[config.mk]
export PLATFORM = sky130hd
export DESIGN_NAME = pwr_off_ctl
export DESIGN_NICKNAME = d
export VERILOG_FILES = /design/src/rtl/pwr_off_ctl.sv
export SDC_FILE = /design/constraint.sdc
export NUM_CORES = 1
export LEC_CHECK = 0
export BUFFER_PORTS_ARGS = -buffer_cell sky130_fd_sc_hd__buf_2
export CAP_MARGIN = 5
export CORE_MARGIN = 2
export CORE_UTILIZATION = 50
export CTS_CLUSTER_DIAMETER = 200
export DETAILED_ROUTE_END_ITERATION = 10
export GPL_TIMING_DRIVEN = 0
export HOLD_SLACK_MARGIN = 0.15
export PLACE_DENSITY = 0.78
export SETUP_SLACK_MARGIN = 0.1
export SYNTH_ARGS = -nofsm -noshare
export SYNTH_HDL_FRONTEND = slang
export SYNTH_SLANG_ARGS = --single-unit
[constraint.sdc]
create_clock -name clk -period 2.5 [get_ports clk]
set_input_delay 0.625 -clock clk [delete_from_list [all_inputs] [get_ports clk]]
set_output_delay 0.625 -clock clk [all_outputs]
set_load 0.03 [all_outputs]
[src/rtl/pwr_off_ctl.sv]
module pwr_off_ctl #(
  parameter int DW          = 8,
  parameter int AW          = 2,
  parameter int HOLD_CYCLES = 64
) (
  input  logic          clk,
  input  logic          rst_n,
  input  logic          btn_raw,
  input  logic          btn_irq,
  input  logic          glitch,
  input  logic          wr_en,
  input  logic [AW-1:0] addr,
  input  logic [DW-1:0] wr_data,
  output logic [DW-1:0] rd_data,
  output logic          pwr_off_n
);
  localparam int CW = $clog2(HOLD_CYCLES + 1);
  localparam logic [AW-1:0] A_CTRL = AW'(0);
  localparam logic [AW-1:0] A_STAT = AW'(1);
  localparam logic [CW-1:0] CNT_TOP = CW'(HOLD_CYCLES);
  localparam logic [CW-1:0] CNT_FIRE = CW'(HOLD_CYCLES - 1);

  logic          sync1, btn_s;
  logic [CW-1:0] hold_cnt;
  logic          sw_en_q, top_q, gl_en_q;
  logic          bi_q, spo_q, eo_q, off_q;

  wire wr_ctrl  = wr_en && (addr == A_CTRL);
  wire wr_stat  = wr_en && (addr == A_STAT);
  wire sw_req   = wr_ctrl && wr_data[1] && sw_en_q;
  wire long_evt = btn_s && (hold_cnt == CNT_FIRE);
  wire btn_req  = long_evt && sw_en_q;
  wire gl_req   = glitch && gl_en_q;
  wire off_req  = sw_req || btn_req || gl_req;

  wire unused_wr = ^wr_data[DW-1:4];

  always_ff @(posedge clk or negedge rst_n) begin
    if (!rst_n) begin
      sync1    <= 1'b0;
      btn_s    <= 1'b0;
      hold_cnt <= '0;
      sw_en_q  <= 1'b0;
      top_q    <= 1'b0;
      gl_en_q  <= 1'b0;
      bi_q     <= 1'b0;
      spo_q    <= 1'b0;
      eo_q     <= 1'b0;
      off_q    <= 1'b0;
    end else begin
      sync1 <= btn_raw;
      btn_s <= sync1;
      if (!btn_s)
        hold_cnt <= '0;
      else if (hold_cnt != CNT_TOP)
        hold_cnt <= hold_cnt + 1'b1;
      if (wr_ctrl) begin
        sw_en_q <= wr_data[0];
        gl_en_q <= wr_data[2];
      end
      top_q <= top_q | sw_req;
      off_q <= off_q | off_req;
      bi_q  <= btn_irq | (bi_q & ~(wr_stat & wr_data[1]));
      spo_q <= sw_req | long_evt | (spo_q & ~(wr_stat & wr_data[2]));
      eo_q  <= off_req | (eo_q & ~(wr_stat & wr_data[3]));
    end
  end

  always_comb begin
    rd_data = '0;
    case (addr)
      A_CTRL: rd_data[2:0] = {gl_en_q, top_q, sw_en_q};
      A_STAT: rd_data[3:0] = {eo_q, spo_q, bi_q, btn_s};
      default: rd_data = '0;
    endcase
  end

  assign pwr_off_n = ~off_q;
endmodule

## After elaboration in Yosys (flattened, before gate mapping)

Index checks and enable logic that the tools add are counted.

- Input bits: 16
- Bits in registers: 16
- Output and inout bits: 9
- Logic and storage cells: 45

- Mux-type cells: 4
- Equal/unequal tests: 4
- Reductions and logical operators: 10
- Add/subtract/negate cells: 1
- Bitwise logic cells: 16

Operator list:

| operator | number |
|---|---|
| $mux 7 | 2 |
| $add 7x1->7 const B | 1 |
| $eq 7x6->1 const B | 1 |
| $logic_and 1x1->1 | 7 |
| $ne 7x7->1 const B | 1 |
| $and 1x1->1 | 6 |
| $or 1x1->1 | 6 |
| $pmux 3 s2 | 1 |
| $not 1->1 | 4 |
| $eq 2x1->1 const B | 1 |
| $logic_not 2->1 | 1 |
| $logic_or 1x1->1 | 2 |
| $ne 2x1->1 const B | 1 |
| $mux 1 | 1 |

## Longest topological paths before layout

Gate-level depths: netlist (run 1).

- Depth in word-level cells: 7
- Gate-level depth with buffers: 5
- Gate-level depth less buffers: 4

## Worst setup path before layout (run 1)

OpenSTA, ideal clock, no wires.

- Path kind: in2out
- Start point: in addr[0]
- End point: out rd_data[0]
- Cell stages on the path: 3
- Data arrival time: 1.263 ns
- Path slack: 0.612 ns
- Buffers on the path: 1
- Data required time: 1.875 ns
- Cells stage by stage: buf_6 -> mux2i_1 -> nor2_1

- Word-level cells in the longest chain between the ends: 2
- Elaborated cells on any way between the ends: 3
- Those cells by class: 1 x eq/ne; 1 x mux; 1 x reduce/logical

RTL lines:

| element | RTL line | RTL |
|---|---|---|
| from (decl) | 12 | `input logic [AW-1:0] addr,` |
| $eq 2x1->1 or $logic_not 2->1 (tied branches) | 71 | `case (addr)` |
| $pmux 3 s2 * | 71 |  |
| to (decl) | 14 | `output logic [DW-1:0] rd_data,` |

Mark *: on every way between the ends. The rest lies on a longest branch, timed or not.

## Worst setup path after layout (run 1)

- Start point: reg btn_s
- End point: out rd_data[0]

- Word-level cells in the longest chain between the ends: 1

RTL lines:

| element | RTL line | RTL |
|---|---|---|
| from (decl) | 23 | `logic sync1, btn_s;` |
| from (signal assigned) | 52 | `btn_s <= sync1;` |
| $pmux 3 s2 | 71 |  |

Every way passes these cells.

==> results list, run 1 <==
- Outcome: finished, final reports clean
- After the first detailed-routing iteration, the DRC count stood at 7.
* Sinks on Clock Net: 16
- At the worst endpoint, the arrival time is 1.42 ns.
- Met2 global-route usage: 25.6%
* Overall routed net length: 1370 um
- Setup slack on the worst flop-to-flop path: 1.07 ns
- Growth of design area from synthesis to finish: 17.5%
- The number of clock buffers added by TritonCTS is 3.
* Final GP Congestion: 0.810
- Die area: 1970 um^2
* Portion of the post-synthesis area used by sequential elements: 49.0%
- Launch point of the critical path: btn_s
- Detailed-route wire length per cell: 12.0 um
- CTS built an H-tree with a depth of 1.
- CTS Root Cell: sky130_fd_sc_hd__clkbuf_4
- The count of final hold-check violations is 0.
* Fin nets: 117
- Number of I/O port buffers: 15
- Summing over every cut layer, the via total after detailed routing is 582.
* Dominant cell by count in the synthesized netlist: sky130_fd_sc_hd__dfrtp_1
- The smallest clock period supported by the final layout is computed as 2.04 ns.
- Max-slew violation count: 0
- In this run the worst path has a maximum fanout of 10.
- GR Layer Usage met3: 7.76%
- The worst setup path is launched from a flop.
- The die is 44.4 um tall.
* Number of enable-type register cells in the synthesized netlist: 0
* Insertion delay to the later sink of the worst-skew pair: 0.29 ns
- Multi-input combinational cell area: 367 um^2
* Number of antenna diodes: 0
- Via count normalized by instance count: 5.11
- IO Pins: 25
- Clock-pin slew was measured on the worst setup and hold paths at 0.09 ns.
* Slowest stage cell, crit path: sky130_fd_sc_hd__dfrtp_1
* Final antenna-violating net count: 0
- Required time reported for the critical path endpoint: 1.88 ns
* Launch point of the worst reg-to-reg path: hold_cnt[0]
- TritonCTS built the clock tree.
- # rows: 14
- During synthesis, Yosys emitted a total of 0 warnings.
- The worst-case IR drop observed on VDD is 0.000387 V.
- Synthesis produced a netlist whose cell count is 76.
- Layout cell share with drive strength beyond 1: 31.6%
* # placed instances: 110
- Commonest cells post-synth: sky130_fd_sc_hd__dfrtp_1 (16), sky130_fd_sc_hd__nand2_1 (9), sky130_fd_sc_hd__mux2i_1 (5)
- Entering global routing, the biggest net connects 17 pins.
- The floorplan step defined a core boundary enclosing 1520 um^2.
- After synthesis, the cell types taking the most area are sky130_fd_sc_hd__dfrtp_1 (49%), sky130_fd_sc_hd__mux2i_1 (6.1%), sky130_fd_sc_hd__nand2_1 (4.1%), sky130_fd_sc_hd__buf_4 (3.7%), sky130_fd_sc_hd__ha_1 (3.1%).
- Highest attainable clock frequency: 489 MHz
* Hold_buf cts: 0
- Setup repair after global routing left no endpoint under its margin.
- Most instantiated flip-flop cell in the synthesis netlist: sky130_fd_sc_hd__dfrtp_1
- For this run the aggregate overflow at the end of global routing stands at 0.
- Die width: 44.4 um
* Type of element capturing the critical path: output pin
- Power per Cell Area: 589 nW/um^2
* Number of distinct standard cells referenced by the synthesized netlist: 31
- After global routing, the most crowded layer is met2.
- Adding up every negative setup slack in the final design gives 0 ns.
* Number of global-route vias before repair: 539
- The tool flagged a number of max-cap violations equal to 0.
* Number of cells on the worst reg-to-reg path: 4
- Initial antenna violation count: 0
- The finished layout holds 114 standard cells, fillers aside.
- Traced cell by cell, the critical path runs through clkbuf_1, mux2i_1, nor2_1, buf_2.
- The worst register-to-register path ends at spo_q.
- After clock tree synthesis, the repair step resized 0 gates.
- Class of the tightest hold or removal check: in -> async
- Initial Utilization: 53.6%
* Area share of the largest cell type after synthesis: 49.0%
- The longest clock path from root to sink contains 2 buffers.
* Fin Clk Skew: 0.00959 ns
- The first global-routing pass estimated 2350 um of wire.
- Length of the first detailed-routing pass in iterations: 4
* Final setup violation count: 0
* Biggest area consumer among synthesized cells: sky130_fd_sc_hd__dfrtp_1
- Post-Synthesis Cell Area: 817 um^2
* Flop and latch count out of synthesis: 16
- The analysis attributes to cell leakage a power of 0.515 nW.
* Dpl hpwl: 1080 um
* FFs w/ async S/R, synth: 100%
* All-layer global routing usage: 16.9%
* Average size of a mapped cell: 10.8 um^2
- Fill count: 118
- Slowest stage delay, CP: 0.37 ns
- The critical path is of the reg -> out type.
* DRC violations left: 0
- Met1 track utilization from global routing: 21.6%
- The number of setup buffers added after CTS is 0.
- Reg area: 400 um^2
* Post-route fraction of the period consumed by the critical path: 81.8%
where the power goes:
group / total (W) / internal [W] / leakage (nW) / switching, W
combinational: 0.000101 / 0.0000449 / 0.301 / 0.0000562
clock: 0.000164 / 0.0000887 / 0.0210 / 0.0000758
sequential: 0.000300 / 0.000282 / 0.193 / 0.0000177
routing by layer:
layer / up-vias / share of wire [%] / wire length [um]
met5: - / 0 / 0
met4: 0 / 0 / 0
met2: 19 / 48 / 652
li1: 296 / - / -
met3: 0 / 6.7 / 91
met1: 267 / 46 / 624
cell type report:
type                       instances  share of cell area (%)
tap                               16                    2.09
inverter                           3                    1.17
buffer                             7                    5.22
timing repair buffer              15                    7.82
clock buffer                       4                    3.78
multi-input combinational         53                    38.2
sequential                        16                    41.7
worst max-delay path: cells and delay by family, from the launching register on:
kind | cells | cell delay, ns
flops | 1 | 0.37
buf+inv | 2 | 0.54
mux | 1 | 0.14
simple gates | 1 | 0.10
how the worst max path moves through the flow:
stage | end | slack, ns | depth (start not counted)
CTS | rd_data[0] | 0.46 | 4
global placement | rd_data[3] | 0.72 | 3
floorplan | rd_data[0] | 0.61 | 3
finish | rd_data[0] | 0.46 | 4
global route | rd_data[0] | 0.35 | 4
detailed placement | rd_data[3] | 0.72 | 3
sequential cells by signal, summed over array words and instances, names as in the netlist:
register / flops
bi_q: 1
top_q: 1
sw_en_q: 1
eo_q: 1
gl_en_q: 1
spo_q: 1
hold_cnt: 7
btn_s: 1
off_q: 1
sync1: 1
metrics by stage:
stage	hold WS (ns)	worst slack (ns)	utilization (%)	cell area (um^2)	total power, W
6_report	0.224	0.456	63.0	960	0.000565
5_1_grt	0.244	0.347	63.0	960	0.000598
4_1_cts	0.234	0.455	63.0	960	0.000575
3_5_place_dp	0.341	0.716	60.6	923	0.000406
3_3_place_gp	0.334	0.719	60.6	923	0.000402
2_1_floorplan	0.329	0.612	-	828	0.000374
cells in the final DEF (no fill, tap or decap), drive strengths merged, types with 2 or more instances in the layout:
cell type / count
conb: 4
ha: 2
a21o: 2
and3b: 2
dfrtp: 16
inv: 3
clkbuf: 5
xor2: 2
nand3: 4
and2: 2
nand2: 9
buf: 21
mux2: 2
nor2: 4
mux2i: 5
and3: 3
cell families (layout without fill, tap and decap cells):
family                   Yosys count  in the layout  synth area share [%]
AND/OR/NAND/NOR                   29             29                  19.9
buffers and inverters             10             29                  7.50
adder cells (fa/ha/maj)            2              2                  3.06
flip-flops                        16             16                  49.0
other                              1              4                 0.459
multiplexers                       7              7                  8.88
XOR/XNOR                           3              3                  3.22
AO/OA/AOI/OAI                      8              8                  7.96
Power figures use the tool's default switching activity.
==> run 2, diff against run 1 <==
--- a/config.mk
+++ b/config.mk
@@ -8,12 +8,12 @@
 export BUFFER_PORTS_ARGS = -buffer_cell sky130_fd_sc_hd__buf_2
 export CAP_MARGIN = 5
 export CORE_MARGIN = 2
-export CORE_UTILIZATION = 50
+export CORE_UTILIZATION = 44
 export CTS_CLUSTER_DIAMETER = 200
 export DETAILED_ROUTE_END_ITERATION = 10
 export GPL_TIMING_DRIVEN = 0
 export HOLD_SLACK_MARGIN = 0.15
-export PLACE_DENSITY = 0.78
+export PLACE_DENSITY = 0.73
 export SETUP_SLACK_MARGIN = 0.1
 export SYNTH_ARGS = -nofsm -noshare
 export SYNTH_HDL_FRONTEND = slang
==> constraint.sdc (replaced) <==
create_clock -name clk -period 1.7 [get_ports clk]
set_input_delay 0.425 -clock clk [delete_from_list [all_inputs] [get_ports clk]]
set_output_delay 0.425 -clock clk [all_outputs]
set_load 0.03 [all_outputs]
==> results list, run 2 (synthesized netlist as in run 1, its figures left out) <==
* Clock transition at path regs: 0.08 ns (was 0.09 ns)
* IO Pins: 25 (unchanged)
- After layout, the minimum clock period comes to 1.57 ns.
* Final setup violation count: 0 (unchanged)
- Clock tree from TritonCTS: done (unchanged)
- Most Crowded Layer GR: met2 (unchanged)
- The family with the most delay on the worst path is flip-flops (was buffers and inverters).
* Overall routed net length: 1370 um (about the same)
- The number of gates on the worst path with buffers counted is 4 (unchanged).
- Worst vdd rail ir drop: 0.000413 V (was 0.000387 V)
- The remaining global-route overflow was 0 (unchanged).
* Type of the setup path with the least slack: reg -> out (unchanged)
- MaxCap Viol Count: 0 (unchanged)
- The number of antenna-violating nets in the routed design is 0 (unchanged).
* Type of element capturing the critical path: output pin (unchanged)
* Maximum net fanout on the critical path: 2 (was 10)
- The site row count was 15 (was 14).
* Most common library cell in the layout ignoring fill and taps: sky130_fd_sc_hd__dfrtp_1
- Class of the tightest hold or removal check: in -> reg (was in -> async)
- The met1 demand-to-capacity share in global routing is 16.9% (was 21.6%).
* Required time reported for the critical path endpoint: 1.27 ns (was 1.88 ns)
- The core footprint was 1750 um^2 (was 1520 um^2).
- RSZ-0062 raised after global routing: true (was false).
* Die area: 2220 um^2 (was 1970 um^2)
- The latest clock arrival within the worst-skew pair came to 0.27 ns (was 0.29 ns).
- Leakage power figure: 0.533 nW (was 0.515 nW)
* Die width: 47.1 um (was 44.4 um)
- Overall via count from detail_route: 585 (was 582)
- Wire length of the first global-routing pass: 2280 um (was 2350 um)
- Die H: 47.1 um (was 44.4 um)
* DRC violations left: 0 (unchanged)
- The starting utilization of the core area came to 46.8% (was 53.6%).
* Initial antenna violation count: 0 (unchanged)
* Total count of hold-check failures in the final report: 0 (unchanged)
- All-layer global routing usage: 15.2% (was 16.9%)
- Via count normalized by instance count: 4.64 (was 5.11)
* Maximum number of pins on one net before global-route repair: 17 (unchanged)
- The TritonCTS buffer count came to 3 (unchanged).
* Growth of design area from synthesis to finish: 22.7% (was 17.5%)
- Dpl hpwl: 1050 um (was 1080 um)
* Number of global-route vias before repair: 555 (was 539)
* Hold Path Depth: 1
- The largest register by flop count was hold_cnt (unchanged).
* Power per Cell Area: 778 nW/um^2 (was 589 nW/um^2)
- Post-route fraction of the period consumed by the critical path: 92.1%
- Max H-tree Level: 1 (unchanged)
* Fin nets: 121 (was 117)
- The pre-CTS setup slack was 0.164 ns (was 0.716 ns).
* Number of flip-flops under the largest register name: 7 (unchanged)
- The number of clock sinks seen by CTS is 16 (unchanged).
- The number of cells on the worst reg-to-reg path is 4 (unchanged).
- Kind of start point of the critical path: flop (unchanged)
* Slowest stage cell, crit path: sky130_fd_sc_hd__dfrtp_1 (unchanged)
- The endpoint arrival time on the critical path is 1.14 ns (was 1.42 ns).
- Derived from the worst setup path, the maximum achievable clock frequency is 639 MHz.
* Max Root-Sink Buffers: 2 (unchanged)
* Met2 global-route usage: 26.6% (was 25.6%)
- The buffer and inverter count on the worst path came to 2 (unchanged).
- Outcome: finished, final reports clean (unchanged).
- The largest incremental delay on the critical path came to 0.39 ns (was 0.37 ns).
- The share of layout cells above drive strength 1 is 33.7% (was 31.6%).
- CTS Root Cell: sky130_fd_sc_hd__clkbuf_4 (unchanged)
- Number of I/O port buffers: 15 (unchanged)
- The number of DRC markers after the initial detailed-route iteration was 8 (was 7).
- Final worst-path setup slack: 0.134 ns (was 0.456 ns)
- Number of antenna diodes: 0 (unchanged)
- The final RePlAce weighted congestion is 0.773 (was 0.810).
- Fin Clk Skew: 0.00290 ns (was 0.00959 ns)
- Max-slew violation count: 0 (unchanged)
- The number of search-and-repair iterations in the first detailed-routing pass came to 4 (unchanged).
- The routed wirelength normalized by instance count is 10.9 um (was 12.0 um).
- The sum of negative setup slack was 0 ns (unchanged).
- GR Layer Usage met3: 3.46% (was 7.76%)
- Most used cells in the layout excluding fill and tap cells: sky130_fd_sc_hd__dfrtp_1 (16), sky130_fd_sc_hd__buf_2 (15), sky130_fd_sc_hd__nand2_1 (9), sky130_fd_sc_hd__buf_4 (8), sky130_fd_sc_hd__mux2i_1 (5) (was sky130_fd_sc_hd__buf_2 (16), sky130_fd_sc_hd__dfrtp_1 (16), sky130_fd_sc_hd__nand2_1 (9), sky130_fd_sc_hd__mux2i_1 (5)).
- Final core utilization: 57.4% (was 63.0%)
- Ordered cell list for the critical path: clkbuf_8, mux2i_1, nor2_1, buf_4 (was clkbuf_1, mux2i_1, nor2_1, buf_2)
## run 2: final cells by class
type	instances	area, um^2
buffer	7	60.1
clock buffer	3	22.5
fill	165	743
inverter	3	11.3
multi-input combinational	53	367
sequential	16	400
tap	25	31.3
timing repair buffer	19	110
## run 2: worst paths after layout
path | slack (ns) | endpoint | startpoint
max | 0.13 | rd_data[0] | btn_s
max in group asynchronous | 0.85 | bi_q | rst_n
max reg2reg | 0.28 | spo_q | hold_cnt[0]
min in group asynchronous | 0.59 | off_q | rst_n
min | 0.25 | sync1 | btn_raw
min reg2reg | 0.35 | btn_s | sync1
## run 2: layer usage
| layer | wire length, um | vias up |
|---|---|---|
| li1 | - | 302 |
| met1 | 659 | 261 |
| met2 | 627 | 20 |
| met3 | 77 | 2 |
| met4 | 7 | 0 |
| met5 | 0 | - |
## run 2: through the flow
step	cell area (um^2)	instances	hold WS (ns)	power, W
final	1000	126	0.253	0.000780
after floorplan	828	79	0.129	0.000550
after detailed placement	935	119	0.337	0.000598
after CTS	995	125	0.235	0.000798
after global routing	1000	126	0.224	0.000840
after global placement	935	119	0.333	0.000592
## run 2: repair_timing
action	in CTS	in global routing
setup buffers	2	1
setup endpoints to repair	1	1
pin swaps	0	0
hold endpoints to repair	16	0
hold buffers	1	0
gates resized for setup	4	0
## run 2: report_power, final
part	internal, W	switching [W]
sequential	0.000415	0.0000234
combinational	0.0000754	0.0000844
clock	0.0000820	0.000100
## run 2: worst reg2reg max path, delay by kind of cell (launching register included)
| family | cells | cell delay, ns |
|---|---|---|
| adder cells (fa/ha/maj) | 1 | 0.23 |
| AO/OA/AOI/OAI | 1 | 0.34 |
| buffers and inverters | 1 | 0.15 |
| flip-flops | 1 | 0.42 |
| AND/OR/NAND/NOR | 1 | 0.17 |
